## src/rtl/gpt_pkg.sv

```systemverilog
package gpt_pkg;
    localparam int ADDR_W = 8;

    localparam logic [ADDR_W-1:0] OFS_STATUS  = 8'h18;
    localparam logic [ADDR_W-1:0] OFS_ENABLE  = 8'h1C;
    localparam logic [ADDR_W-1:0] OFS_CONTROL = 8'h24;
    localparam logic [ADDR_W-1:0] OFS_COUNTER = 8'h28;
    localparam logic [ADDR_W-1:0] OFS_LOAD    = 8'h2C;
    localparam logic [ADDR_W-1:0] OFS_MATCH   = 8'h38;
    localparam logic [ADDR_W-1:0] OFS_CAPTURE = 8'h3C;

    // event source bit positions shared by status and enable
    localparam int EV_CAP   = 0;
    localparam int EV_OVF   = 1;
    localparam int EV_MATCH = 2;
    localparam int N_EVENTS = 3;

    typedef enum logic {
        ST_HALT = 1'b0,
        ST_RUN  = 1'b1
    } run_state_e;
endpackage

```

## src/rtl/gpt_prescaler.sv

```systemverilog
module gpt_prescaler #(
    parameter int PTV_W = 3
) (
    input  logic             clk,
    input  logic             rst_n,
    input  logic             hold_clear,
    input  logic             tick,
    input  logic             div_en,
    input  logic [PTV_W-1:0] div_sel,
    output logic             advance
);
    localparam int PCNT_W = 1 << PTV_W;

    logic [PCNT_W-1:0] pcnt_q;
    logic [PCNT_W:0]   limit_wide;
    logic              at_limit;

    always_comb begin
        limit_wide = ({{PCNT_W{1'b0}}, 1'b1} << ({1'b0, div_sel} + 1'b1)) - 1'b1;
        at_limit   = (pcnt_q == limit_wide[PCNT_W-1:0]);
        advance    = !hold_clear && tick && (!div_en || at_limit);
    end

    always_ff @(posedge clk or negedge rst_n) begin
        if (!rst_n) begin
            pcnt_q <= '0;
        end else if (hold_clear || !div_en) begin
            pcnt_q <= '0;
        end else if (tick) begin
            pcnt_q <= at_limit ? '0 : pcnt_q + 1'b1;
        end
    end
endmodule

```

## src/rtl/gpt_capture.sv

```systemverilog
module gpt_capture #(
    parameter int SYNC_STAGES = 2
) (
    input  logic       clk,
    input  logic       rst_n,
    input  logic       pin,
    input  logic [1:0] edge_sel,
    output logic       hit
);
    logic [SYNC_STAGES-1:0] sync_q;
    logic                   prev_q;
    logic                   rise, fall;

    generate
        for (genvar i = 0; i < SYNC_STAGES; i++) begin : g_sync
            always_ff @(posedge clk or negedge rst_n) begin
                if (!rst_n) sync_q[i] <= 1'b0;
                else if (i == 0) sync_q[i] <= pin;
                else sync_q[i] <= sync_q[(i == 0) ? 0 : i-1];
            end
        end
    endgenerate

    always_ff @(posedge clk or negedge rst_n) begin
        if (!rst_n) prev_q <= 1'b0;
        else        prev_q <= sync_q[SYNC_STAGES-1];
    end

    always_comb begin
        rise = sync_q[SYNC_STAGES-1] && !prev_q;
        fall = !sync_q[SYNC_STAGES-1] && prev_q;
        hit  = (edge_sel[0] && rise) || (edge_sel[1] && fall);
    end
endmodule

```

## src/rtl/gpt_flags.sv

```systemverilog
module gpt_flags #(
    parameter int N = 3
) (
    input  logic         clk,
    input  logic         rst_n,
    input  logic [N-1:0] hw_set,
    input  logic         sw_clr,
    input  logic [N-1:0] clr_mask,
    output logic [N-1:0] flags
);
    logic [N-1:0] clr_eff;

    always_comb clr_eff = sw_clr ? clr_mask : '0;

    always_ff @(posedge clk or negedge rst_n) begin
        if (!rst_n) flags <= '0;
        else        flags <= (flags & ~clr_eff) | hw_set;
    end
endmodule

```

## src/rtl/gpt_timer.sv

```systemverilog
module gpt_timer
    import gpt_pkg::*;
#(
    parameter int CNT_W       = 32,
    parameter int PTV_W       = 3,
    parameter int SYNC_STAGES = 2
) (
    input  logic              clk,
    input  logic              rst_n,
    input  logic              count_tick,
    input  logic [ADDR_W-1:0] bus_addr,
    input  logic              bus_wr,
    input  logic [CNT_W-1:0]  bus_wdata,
    output logic [CNT_W-1:0]  bus_rdata,
    input  logic              cap_in,
    output logic              irq
);
    localparam int CTRL_W = 10;
    localparam logic [CNT_W-1:0] CNT_MAX = '1;

    run_state_e state_q, state_d;

    logic [CNT_W-1:0]    cnt_q, load_q, match_q, capt_q;
    logic                auto_q, pre_q, cmp_q;
    logic [PTV_W-1:0]    ptv_q;
    logic [1:0]          edge_q;
    logic [N_EVENTS-1:0] ien_q, sts, ev_set;
    logic                run, adv, cap_hit;
    logic                wr_ctrl, wr_cnt, wr_sts, wr_ien, wr_load, wr_match;
    logic                wrap_ev, match_ev;
    logic [CTRL_W-1:0]   ctrl_view;

    always_comb begin
        wr_ctrl  = bus_wr && (bus_addr == OFS_CONTROL);
        wr_cnt   = bus_wr && (bus_addr == OFS_COUNTER);
        wr_sts   = bus_wr && (bus_addr == OFS_STATUS);
        wr_ien   = bus_wr && (bus_addr == OFS_ENABLE);
        wr_load  = bus_wr && (bus_addr == OFS_LOAD);
        wr_match = bus_wr && (bus_addr == OFS_MATCH);
    end

    gpt_prescaler #(.PTV_W(PTV_W)) u_presc (
        .clk(clk), .rst_n(rst_n), .hold_clear(!run), .tick(count_tick),
        .div_en(pre_q), .div_sel(ptv_q), .advance(adv)
    );

    gpt_capture #(.SYNC_STAGES(SYNC_STAGES)) u_capt (
        .clk(clk), .rst_n(rst_n), .pin(cap_in), .edge_sel(edge_q), .hit(cap_hit)
    );

    always_comb begin
        wrap_ev  = adv && !wr_cnt && (cnt_q == CNT_MAX);
        match_ev = adv && !wr_cnt && cmp_q && (cnt_q == match_q);
        ev_set   = '0;
        ev_set[EV_CAP]   = cap_hit;
        ev_set[EV_OVF]   = wrap_ev;
        ev_set[EV_MATCH] = match_ev;
    end

    gpt_flags #(.N(N_EVENTS)) u_flags (
        .clk(clk), .rst_n(rst_n), .hw_set(ev_set), .sw_clr(wr_sts),
        .clr_mask(bus_wdata[N_EVENTS-1:0]), .flags(sts)
    );

    // run-state register
    always_ff @(posedge clk or negedge rst_n) begin
        if (!rst_n) state_q <= ST_HALT;
        else        state_q <= state_d;
    end

    // next state
    always_comb begin
        state_d = state_q;
        unique case (state_q)
            ST_HALT: if (wr_ctrl && bus_wdata[0]) state_d = ST_RUN;
            ST_RUN: begin
                if (wr_ctrl)                state_d = bus_wdata[0] ? ST_RUN : ST_HALT;
                else if (wrap_ev && !auto_q) state_d = ST_HALT;
            end
            default: state_d = ST_HALT;
        endcase
    end

    // state outputs
    always_comb run = (state_q == ST_RUN);

    always_ff @(posedge clk or negedge rst_n) begin
        if (!rst_n) begin
            auto_q <= 1'b0; pre_q <= 1'b0; cmp_q <= 1'b0;
            ptv_q  <= '0;   edge_q <= '0;  ien_q <= '0;
            load_q <= '0;   match_q <= '0;
        end else begin
            if (wr_ctrl) begin
                auto_q <= bus_wdata[1];
                ptv_q  <= bus_wdata[2 +: PTV_W];
                pre_q  <= bus_wdata[5];
                cmp_q  <= bus_wdata[6];
                edge_q <= bus_wdata[9:8];
            end
            if (wr_ien)   ien_q   <= bus_wdata[N_EVENTS-1:0];
            if (wr_load)  load_q  <= bus_wdata;
            if (wr_match) match_q <= bus_wdata;
        end
    end

    always_ff @(posedge clk or negedge rst_n) begin
        if (!rst_n)                   cnt_q <= '0;
        else if (wr_cnt)              cnt_q <= bus_wdata;
        else if (wrap_ev || match_ev) cnt_q <= load_q;
        else if (adv)                 cnt_q <= cnt_q + 1'b1;
    end

    always_ff @(posedge clk or negedge rst_n) begin
        if (!rst_n)       capt_q <= '0;
        else if (cap_hit) capt_q <= cnt_q;
    end

    always_comb begin
        ctrl_view = {edge_q, 1'b0, cmp_q, pre_q, ptv_q, auto_q, run};
        unique case (bus_addr)
            OFS_STATUS:  bus_rdata = {{(CNT_W-N_EVENTS){1'b0}}, sts};
            OFS_ENABLE:  bus_rdata = {{(CNT_W-N_EVENTS){1'b0}}, ien_q};
            OFS_CONTROL: bus_rdata = {{(CNT_W-CTRL_W){1'b0}}, ctrl_view};
            OFS_COUNTER: bus_rdata = cnt_q;
            OFS_LOAD:    bus_rdata = load_q;
            OFS_MATCH:   bus_rdata = match_q;
            OFS_CAPTURE: bus_rdata = capt_q;
            default:     bus_rdata = '0;
        endcase
        irq = |(sts & ien_q);
    end
endmodule

```

## config.mk

```make
export PLATFORM = sky130hd
export DESIGN_NAME = gpt_timer
export DESIGN_NICKNAME = d
export VERILOG_FILES = /design/src/rtl/gpt_pkg.sv /design/src/rtl/gpt_prescaler.sv /design/src/rtl/gpt_capture.sv /design/src/rtl/gpt_flags.sv /design/src/rtl/gpt_timer.sv
export SDC_FILE = /design/constraint.sdc
export NUM_CORES = 1
export LEC_CHECK = 0
export ABC_AREA = 1
export BUFFER_PORTS_ARGS = -buffer_cell sky130_fd_sc_hd__buf_2
export CAP_MARGIN = 40
export CORE_MARGIN = 10
export CORE_UTILIZATION = 40
export DETAILED_ROUTE_END_ITERATION = 10
export PLACE_DENSITY_LB_ADDON = 0.1
export RECOVER_POWER = 100
export SLEW_MARGIN = 15
export SYNTH_ARGS = -nofsm -noshare
export SYNTH_HDL_FRONTEND = slang
export SYNTH_SLANG_ARGS = --single-unit
```

## constraint.sdc

```tcl
create_clock -name clk -period 3 [get_ports clk]
set_input_delay 0.15 -clock clk [delete_from_list [all_inputs] [get_ports clk]]
set_output_delay 0.15 -clock clk [all_outputs]
set_load 0.01 [all_outputs]
```

Yosys cells after proc, flatten, opt, wreduce, memory -nomap -nowiden
Cells that the tools add are included.
Storage, ports and cells
  flip-flop bits (word level): 154
  input port bits: 45
  output and inout bits: 33
  logic and storage cells: 80
Cells by class
  add/sub/neg operators: 4
  eq/ne operators: 10
  shift-type cells: 1
  multiplexer cells: 13
  bitwise operators: 5
  reductions and logical operators: 31
Operators with widths (count)
  $pmux W32 S7: 1
  $mux W32: 3
  $eq A8 B6 Y1 const B: 5
  $add A32 B1 Y32 const B: 1
  $eq A32 B32 Y1: 1
  $eq A32 B32 Y1 const B: 1
  $mux W8: 3
  $logic_and A1 B1 Y1: 18
  $eq A8 B5 Y1 const B: 2
  $add A8 B1 Y8 const B: 1
  $eq A8 B8 Y1: 1
  $shl A1 B4 Y8 const A: 1
  $sub A8 B1 Y8 const B: 1
  $and A3 B3 Y3: 2
  $logic_not A1 Y1: 6
  $add A3 B1 Y4 const B: 1
  $logic_or A1 B1 Y1: 4
  $mux W1: 4
  $mux W3: 1
  $not A3 Y3: 1
  $or A3 B3 Y3: 1
  $reduce_bool A3 Y1: 1
  $reduce_or A3 Y1: 1
  $pmux W1 S2: 1
  2 further kinds: 2

Depth between registers and ports, before layout
Gate-level depths: netlist (run 1).
  word-level depth: 12
  gate-level depth with buffers: 18
  mapped depth without buffers: 17

Modules after synthesis
Synthesis (run 1) repeated with hierarchy kept, for this count alone.
Second synthesis, totals
  cell total of the unflattened synthesis: 1424
  area total of the unflattened synthesis: 9572.9 um^2
Modules (own cells, without submodules)
  gpt_timer: times used 1, cells an instance 1281, area an instance 8642.0 um^2, sequential area each 3503.4 um^2
  gpt_prescaler: times used 1, cells an instance 120, area an instance 714.4 um^2, sequential area each 200.2 um^2
  gpt_flags: times used 1, cells an instance 15, area an instance 120.1 um^2, sequential area each 75.1 um^2
  gpt_capture: times used 1, cells an instance 8, area an instance 96.3 um^2, sequential area each 75.1 um^2

Least setup slack after synthesis (run 1)
OpenSTA, ideal clock, no wires.
  kind: reg-to-reg
  from: register ptv_q[2]
  to: register cnt_q[2]
  setup time: 124 ps
  arrival: 2152 ps
  data required time: 2876 ps
  slack: 724 ps
  stages on the path, launching flop included: 17
  buffers on the path: 2
  period minus slack after synthesis: 2276 ps
  cells stage by stage: dfrtp_1 > inv_2 > nand3_1 > ha_1 > inv_1 > nand2_1 > nand3_1 > nor2_1 > nand3_1 > o21bai_1 > nand3_1 > buf_4 > a21oi_4 > buf_8 > nand2_1 > o211ai_1 > nand2_1
Between the ends
  cells in the longest elaborated chain, start to end: 12
  elaborated cells on any way between the ends: 14
  those cells by class: add/sub (2); eq/ne (1); shift (1); mux (2); reduce/logical (8)
Ends and longest elaborated chain
  from (decl): line gpt_timer.sv:25  | logic [PTV_W-1:0] ptv_q;
  from (signal assigned): line gpt_timer.sv:95  | ptv_q <= bus_wdata[2 +: PTV_W];
  $add A3 B1 Y4 (*): line gpt_prescaler.sv:19  | limit_wide = ({{PCNT_W{1'b0}}, 1'b1} << ({1'b0, div_sel} + 1'b1)) - 1'b1;
  $shl A1 B4 Y8 (*): line gpt_prescaler.sv:19
  $sub A8 B1 Y8 (*): line gpt_prescaler.sv:19
  $eq A8 B8 Y1 (*): line gpt_prescaler.sv:20  | at_limit = (pcnt_q == limit_wide[PCNT_W-1:0]);
  $logic_or A1 B1 Y1 (*): line gpt_prescaler.sv:21  | advance = !hold_clear && tick && (!div_en || at_limit);
  $logic_and A1 B1 Y1 (*): line gpt_prescaler.sv:21
  $logic_and A1 B1 Y1: line gpt_timer.sv:52, gpt_timer.sv:53
  $logic_and A1 B1 Y1 (2 in a row): line gpt_timer.sv:53  | match_ev = adv && !wr_cnt && cmp_q && (cnt_q == match_q);
  $logic_or A1 B1 Y1: line gpt_timer.sv:109  | else if (wrap_ev || match_ev) cnt_q <= load_q;
  $mux W32: line gpt_timer.sv:109
  $mux W32: line gpt_timer.sv:108  | else if (wr_cnt) cnt_q <= bus_wdata;
  to (signal assigned): line gpt_timer.sv:108
  to (signal assigned): line gpt_timer.sv:109
  to (signal assigned): line gpt_timer.sv:110  | else if (adv) cnt_q <= cnt_q + 1'b1;
  to (decl): line gpt_timer.sv:23  | logic [CNT_W-1:0] cnt_q, load_q, match_q, capt_q;
Mark *: on every way between the ends. The rest lies on a longest branch, timed or not.
A chain may end at the register's enable or synchronous reset.

Worst setup path after layout (run 1)
  from: input bus_addr[1]
  to: output bus_rdata[4]
Between the ends
  cells in the longest elaborated chain, start to end: 2
  elaborated cells on any way between the ends: 8
  those cells by class: eq/ne (7); mux (1)
Ends and longest elaborated chain
  from (decl): line gpt_timer.sv:11  | input logic [ADDR_W-1:0] bus_addr,
  $eq A8 B6 Y1 / $eq A8 B5 Y1 (equally long branches): line gpt_timer.sv:120  | unique case (bus_addr)
  $pmux W32 S7 (*): line gpt_timer.sv:120
  to (decl): line gpt_timer.sv:14  | output logic [CNT_W-1:0] bus_rdata,
Marked as above.

==> out/metrics.cfg, run 1 <==
[final_layout]
drive_gt1_share_pct = 9.216
antenna_cells = 0
postLayoutCellArea_um2 = 10480
syn_to_final_growth_pct = 14.53
fill_cells = 2412
final_nets = 1413

[synthesis]
synth_area_leaders = dfrtp_1 (42%), nand2_1 (19%), o21ai_0 (7.1%)
muxShareOfSynthArea_pct = 0
async_reset_ff_share_pct = 100.0
syn_avg_cell_area_um2 = 7.100
synth.net_count = 1337
synth_warnings = 0
syn-cell-area_um2 = 9151
yosys.area_share.xor_xnor_pct = 3.350
synth_top_family_by_area = simple AND/OR/NAND/NOR gates
synth_cell_type_count = 47
ys_ff_latch = 154
synth-compound-area-share_pct = 14.88
synth-edff-count = 0
synth_area_leader_cell = dfrtp_1
synth_top_cell_area_share_pct = 42.11
yosys.area_share.adder_pct = 0.4102
synth_ff_type = dfrtp_1
syn_inst = 1289
yosys.area_share.simple_pct = 29.09
ys_seq_area_share_pct = 42.11

[critical_path]
r2r_slack_ps = 260
crit_buf_inv = 4
endpoint_kind = primary output
cp_max_fo = 18
r2r_start = ptv_q[2]
cp_common_cell = clkbuf_1
cpPeakStageDelay_ps = 860
start_kind = input port
worst-r2r-cell-count = 16
crit_path_cell_trace = buf_2 > or2_2 > nor3_1 > inv_1 > nor2_1 > clkbuf_1 > a221oi_1 > o21ai_0 > clkbuf_1
worstPathRequired_ps = 2850
path_class = in2out
crit_family = buffers and inverters
arrival_ps = 2610
r2r_end = cnt_q[14]
critical_path.slowest_cell = clkbuf_1

[timing]
slew_viol_final = 46
rsz0062_at_grt = false
post-route-period-util_pct = 92.08
skew_ps = 11.45
period_needed_ps = 2762
clock.fmax_mhz = 362.0
max_slew_margin_pct = -47.34
setup_tns_ps = 0
worst_pin_slew_ps = 2210
finalSetupViolCount = 0
hold_viol_final = 0
setup_slack_ps = 237.7

[placement]
gp_congestion = 0.9192
place.detailed.hpwl_mm = 22.67
port_buffers = 77
placed_area_um2 = 9863
pre_cts_slack_ps = 287.9

[clocking]
cts.sinks = 154
clockRootBuffer = clkbuf_16
worstSkewPairLatency_ps = 450
post_cts_resized = 0
cts_setup_buffers = 0
clk_path_buf_depth = 2
ctsHoldBuffers = 12
h-tree-depth = 4
cts_inserted_buffers = 17
cts_tree = done
clk_pin_slew_ps = 70

[pwr]
p_leak_nw = 4.994
power_density_nw_per_um2 = 504.2
power.net_switching_mw = 1.525
p_int_mw = 3.760
seq_power_share_pct = 44.2
vdd_drop_max_v = 0.0003266
p_clk_share_pct = 44.3
p_comb_share_pct = 11.4
switching_share_pct = 28.86

[global_route]
grt_antenna_before_repair = 0
grt_usage_pct = 21.90
grt_pass1_wl_mm = 49.87
grt_pass1_vias = 8601
grt_max_degree = 65
gr-total-overflow = 0

[route]
wl_mm = 31.32
vias = 8833
drt-vias-per-instance = 5.311
route.antenna.remaining_nets = 0
wl_per_cell_um = 18.84
drc = 0
drt-pass1-iter-count = 5
drtIter0Drc = 893

[outcome]
outcome = complete, but fails checks
violations = max-capacitance violations, max-slew violations

[worst_hold_path]
hold_path.class = in2reg
min_path_cells = 3
min_from = bus_wdata[25]
hold_end = match_q[25]

[floorplan]
initial_core_util_pct = 40.54
die_w_um = 171.3
rows = 55
die_h_um = 171.3
die-area_um2 = 29330
pin_count = 78
fp.coreArea_um2 = 22570

[run]
max_cap_viol_count = 1

==> worst max path at each step <==
stage,from,end,depth (start not counted)
detailed placement,ptv_q[2],cnt_q[4],15
global placement,ptv_q[2],cnt_q[4],15
finish,bus_addr[1],bus_rdata[4],9
floorplan,ptv_q[2],cnt_q[2],16
global route,rst_n,load_q[16],3
CTS,ptv_q[2],cnt_q[14],16
==> cells in the mapped netlist (all sizes together) (13+ instances only) <==
| library cell | instances |
|---|---|
| a21oi | 25 |
| buf | 24 |
| clkbuf | 32 |
| dfrtp | 154 |
| inv | 174 |
| nand2 | 464 |
| nand3 | 63 |
| nand4 | 13 |
| nor2 | 65 |
| nor3 | 23 |
| o2111ai | 26 |
| o21ai | 131 |
| o22ai | 25 |
| xor2 | 26 |
==> power groups by stage <==
stage | sequential, mW | combinational, mW | clock [mW]
after global placement | 2.37 | 0.591 | 0
after global routing | 2.36 | 0.698 | 2.45
after detailed placement | 2.37 | 0.594 | 0
after CTS | 2.33 | 0.612 | 2.37
final | 2.34 | 0.605 | 2.34
after floorplan | 2.33 | 0.385 | 0
==> logic make-up after synthesis <==
logic type,count (synthesis)
AND/OR/NAND/NOR,636
buffers and inverters,232
AO/OA/AOI/OAI,228
flip-flops,154
XOR/XNOR,35
adder cells (fa/ha/maj),3
other,1
==> metrics by stage <==
stage          hold WS (ps)  power [mW]  utilization [%]  instances
6_report             0.1067       5.285            46.44       1663
3_3_place_gp          114.3       2.963            43.70       1619
2_1_floorplan        -145.6       2.715                -       1289
4_1_cts              0.3128       5.314            47.00       1663
3_5_place_dp          121.1       2.967            43.70       1619
5_1_grt               23.51       5.503            46.44       1663
==> flip-flops by register name (all words and copies together), names as in the netlist <==
signal,cells
capt_q,32
cnt_q,32
load_q,32
match_q,32
u_presc.pcnt_q,8
ien_q,3
ptv_q,3
u_flags.flags,3
edge_q,2
u_capt.sync_q,2
auto_q,1
cmp_q,1
pre_q,1
run,1
u_capt.prev_q,1
==> worst reg2reg max path: cells and delay by family (launching register included) <==
family | cells | cell delay, ps
AOI/OAI and AO/OA | 3 | 510
adders and majority gates | 1 | 310
buffers and inverters | 4 | 600
DFF | 1 | 450
and+or+nand+nor | 8 | 740
==> cell usage in the layout (no fill, tap or decap), types with 6 or more instances in the layout <==
cell	count
xnor2_1	9
buf_4	13
dlygate4sd3_1	12
o22ai_1	25
o2111ai_1	26
o21ai_0	129
dfrtp_1	154
nand2_2	6
nand3_1	60
buf_2	47
inv_1	169
nand4_1	13
nand2_1	457
nor2_1	60
clkbuf_16	17
a21oi_1	24
nor3_1	20
xor2_1	26
a221oi_1	7
o211ai_1	7
clkbuf_1	32
==> metal layers <==
metal | global-route usage [%] | routed length (µm) | up-vias
met5 | 0 | 0 | -
met4 | 5.784 | 470 | 0
met3 | 3.621 | 1756 | 35
met2 | 34.78 | 14530 | 273
met1 | 30.23 | 14570 | 4248
li1 | - | - | 4277
==> layout make-up <==
class	instances	area [µm²]	area share, %
clock buffer	18	439.2	4.190
clock inverter	14	186.4	1.779
inverter	176	661.9	6.315
multi-input combinational	903	4338	41.39
sequential	154	3854	36.77
tap	285	356.6	3.402
timing repair buffer	113	645.6	6.160
(Power assumes the default switching activity.)
==> inputs of run 2 (changes only) <==
--- a/config.mk
+++ b/config.mk
@@ -11,8 +11,10 @@
 export CORE_MARGIN = 10
 export CORE_UTILIZATION = 40
 export DETAILED_ROUTE_END_ITERATION = 10
+export MAX_ROUTING_LAYER = met4
 export PLACE_DENSITY_LB_ADDON = 0.1
 export RECOVER_POWER = 100
+export REMOVE_ABC_BUFFERS = 1
 export SLEW_MARGIN = 15
 export SYNTH_ARGS = -nofsm -noshare
 export SYNTH_HDL_FRONTEND = slang
==> out/metrics.cfg, run 2 (synthesis gave the netlist of run 1 again) <==
[final_layout]
syn_to_final_growth_pct = 14.38
final_nets = 1412  ; -0.071%
fill_cells = 2404  ; -0.33%
final_cell_mix = nand2_1 (450), inv_1 (169), dfrtp_1 (154)
drive_gt1_share_pct = 9.659  ; +0.44 points
fin_cells = 1662  ; -0.060%
antenna_cells = 0  ; unchanged
layout_commonest_cell = nand2_1

[worst_hold_path]
hold_end = match_q[25]
min_path_cells = 3  ; unchanged
hold_path.class = in2reg
min_from = bus_wdata[25]

[critical_path]
r2r_end = cnt_q[18]
r2r_start = ptv_q[2]
r2r_slack_ps = 320  ; +60 ps
worstPathRequired_ps = 3370  ; +520 ps
cp_max_fo = 28  ; +10
worst-r2r-cell-count = 15  ; -1
endpoint_kind = flop
crit_path_cell_trace = inv_2 > nand3_1 > ha_1 > inv_1 > nand2_1 > nand3_1 > nor2_1 > nand3_1 > o21bai_1 > inv_1 > o21ai_4 > inv_2 > a21oi_1 > nand2_1 > nand2_1
critical_path.slowest_cell = dfrtp_1
start_kind = flop
crit_family = compound AO/OA/AOI/OAI gates
crit_buf_inv = 4  ; unchanged
path_class = reg2reg
arrival_ps = 3060  ; +450 ps
cpPeakStageDelay_ps = 440  ; -420 ps

[floorplan]
die-area_um2 = 29330  ; unchanged
pin_count = 78  ; unchanged
die_h_um = 171.3  ; unchanged
initial_core_util_pct = 40.54  ; unchanged
die_w_um = 171.3  ; unchanged
fp.coreArea_um2 = 22570  ; unchanged
rows = 55  ; unchanged

[timing]
slew_viol_final = 0  ; -100%
period_needed_ps = 2681  ; -81.80 ps
clock.fmax_mhz = 373.1  ; +3.1%
max_slew_margin_pct = 3.653  ; +51 points
timing.hold.ws_ps = 5.350  ; +5.243 ps
finalSetupViolCount = 0  ; unchanged
worst_pin_slew_ps = 1442  ; -768.4 ps
skew_ps = 11.34  ; -0.1085 ps
rsz0062_at_grt = false
post-route-period-util_pct = 89.35  ; -2.7 points
hold_viol_final = 0  ; unchanged

[placement]
place.detailed.hpwl_mm = 21.94  ; -3.2%
port_buffers = 77  ; unchanged
placed_cells = 1620  ; +0.062%
gp_congestion = 0.9187  ; about the same

[clocking]
cts_tree = done
worstSkewPairLatency_ps = 440  ; about the same
clockRootBuffer = clkbuf_16
cts.sinks = 154  ; unchanged
h-tree-depth = 4  ; unchanged
cts_setup_buffers = 0  ; unchanged
clk_path_buf_depth = 2  ; unchanged
clk_pin_slew_ps = 70  ; about the same
cts_inserted_buffers = 17  ; unchanged

[global_route]
grt_antenna_before_repair = 0  ; unchanged
grt_pass1_vias = 8404  ; -2.3%
grt_pass1_wl_mm = 48.15  ; -3.5%
grt_max_degree = 65  ; unchanged
gr-total-overflow = 0  ; unchanged
grt_usage_pct = 21.88  ; about the same

[pwr]
vdd_drop_max_v = 0.0002420  ; -26%
power_density_nw_per_um2 = 491.8  ; -2.5%
power_mw = 5.148  ; -2.6%
p_leak_nw = 4.969  ; -0.50%

[route]
drtIter0Drc = 810  ; -9.3%
vias = 8682  ; -1.7%
drt-pass1-iter-count = 5  ; unchanged
route.antenna.remaining_nets = 0  ; unchanged
wl_mm = 30.58  ; -2.4%
drt-vias-per-instance = 5.224  ; -1.7%
wl_per_cell_um = 18.40  ; -2.3%
drc = 0  ; unchanged

[run]
max_cap_viol_count = 0  ; -1

[outcome]
outcome = finished clean

==> run 2: per-stage QoR <==
stage | instance area, µm² | TNS (ps) | setup WS (ps) | util, %
floorplan | 8887 | -12480 | -352.1 | -
global placement | 9883 | 0 | 456.5 | 43.79
detailed placement | 9883 | 0 | 352.4 | 43.79
CTS | 10570 | 0 | 332.2 | 46.83
global route | 10470 | 0 | 92.48 | 46.37
finish | 10470 | 0 | 319.5 | 46.37
==> run 2: worst max-delay path by stage <==
stage	startpoint	end	slack (ps)	depth (start not counted)
after CTS	ptv_q[2]	cnt_q[18]	330	15
final	ptv_q[2]	cnt_q[18]	320	15
after floorplan	bus_addr[1]	load_q[0]	-350	6
after global placement	ptv_q[2]	cnt_q[20]	460	15
after global routing	ptv_q[2]	cnt_q[23]	90	17
after detailed placement	ptv_q[2]	cnt_q[18]	350	15
==> run 2: tightest hold or removal path, cell delays in order <==
cell     delay (ps)
buf_2            90
inv_1            70
o21ai_0          80
==> run 2: layer usage <==
layer	wire length [µm]	share of wire (%)	up-vias	track usage [%]
li1	-	-	4286	-
met1	14470	47	4114	29.53
met2	14070	46	247	33.87
met3	1601	5.2	35	3.369
met4	435	1.4	0	5.331
met5	0	0	-	-
==> run 2: layout make-up <==
type	count	area [µm²]	share of cell area, %
inverter	176	661.9	6.323
clock inverter	13	143.9	1.375
timing repair buffer	112	650.6	6.216
clock buffer	19	442.9	4.231
multi-input combinational	903	4358	41.63
sequential	154	3854	36.82
tap	285	356.6	3.407
==> run 2: report_power, final <==
part           switching [mW]  total [mW]  internal [mW]
combinational           0.406       0.613          0.208
clock                   0.952        2.20           1.25
sequential              0.124        2.33           2.21
==> run 2: timing repair <==
action,in CTS,in global routing
endpoints found under the hold margin,61,0
hold buffers,10,0
resized for setup,0,0
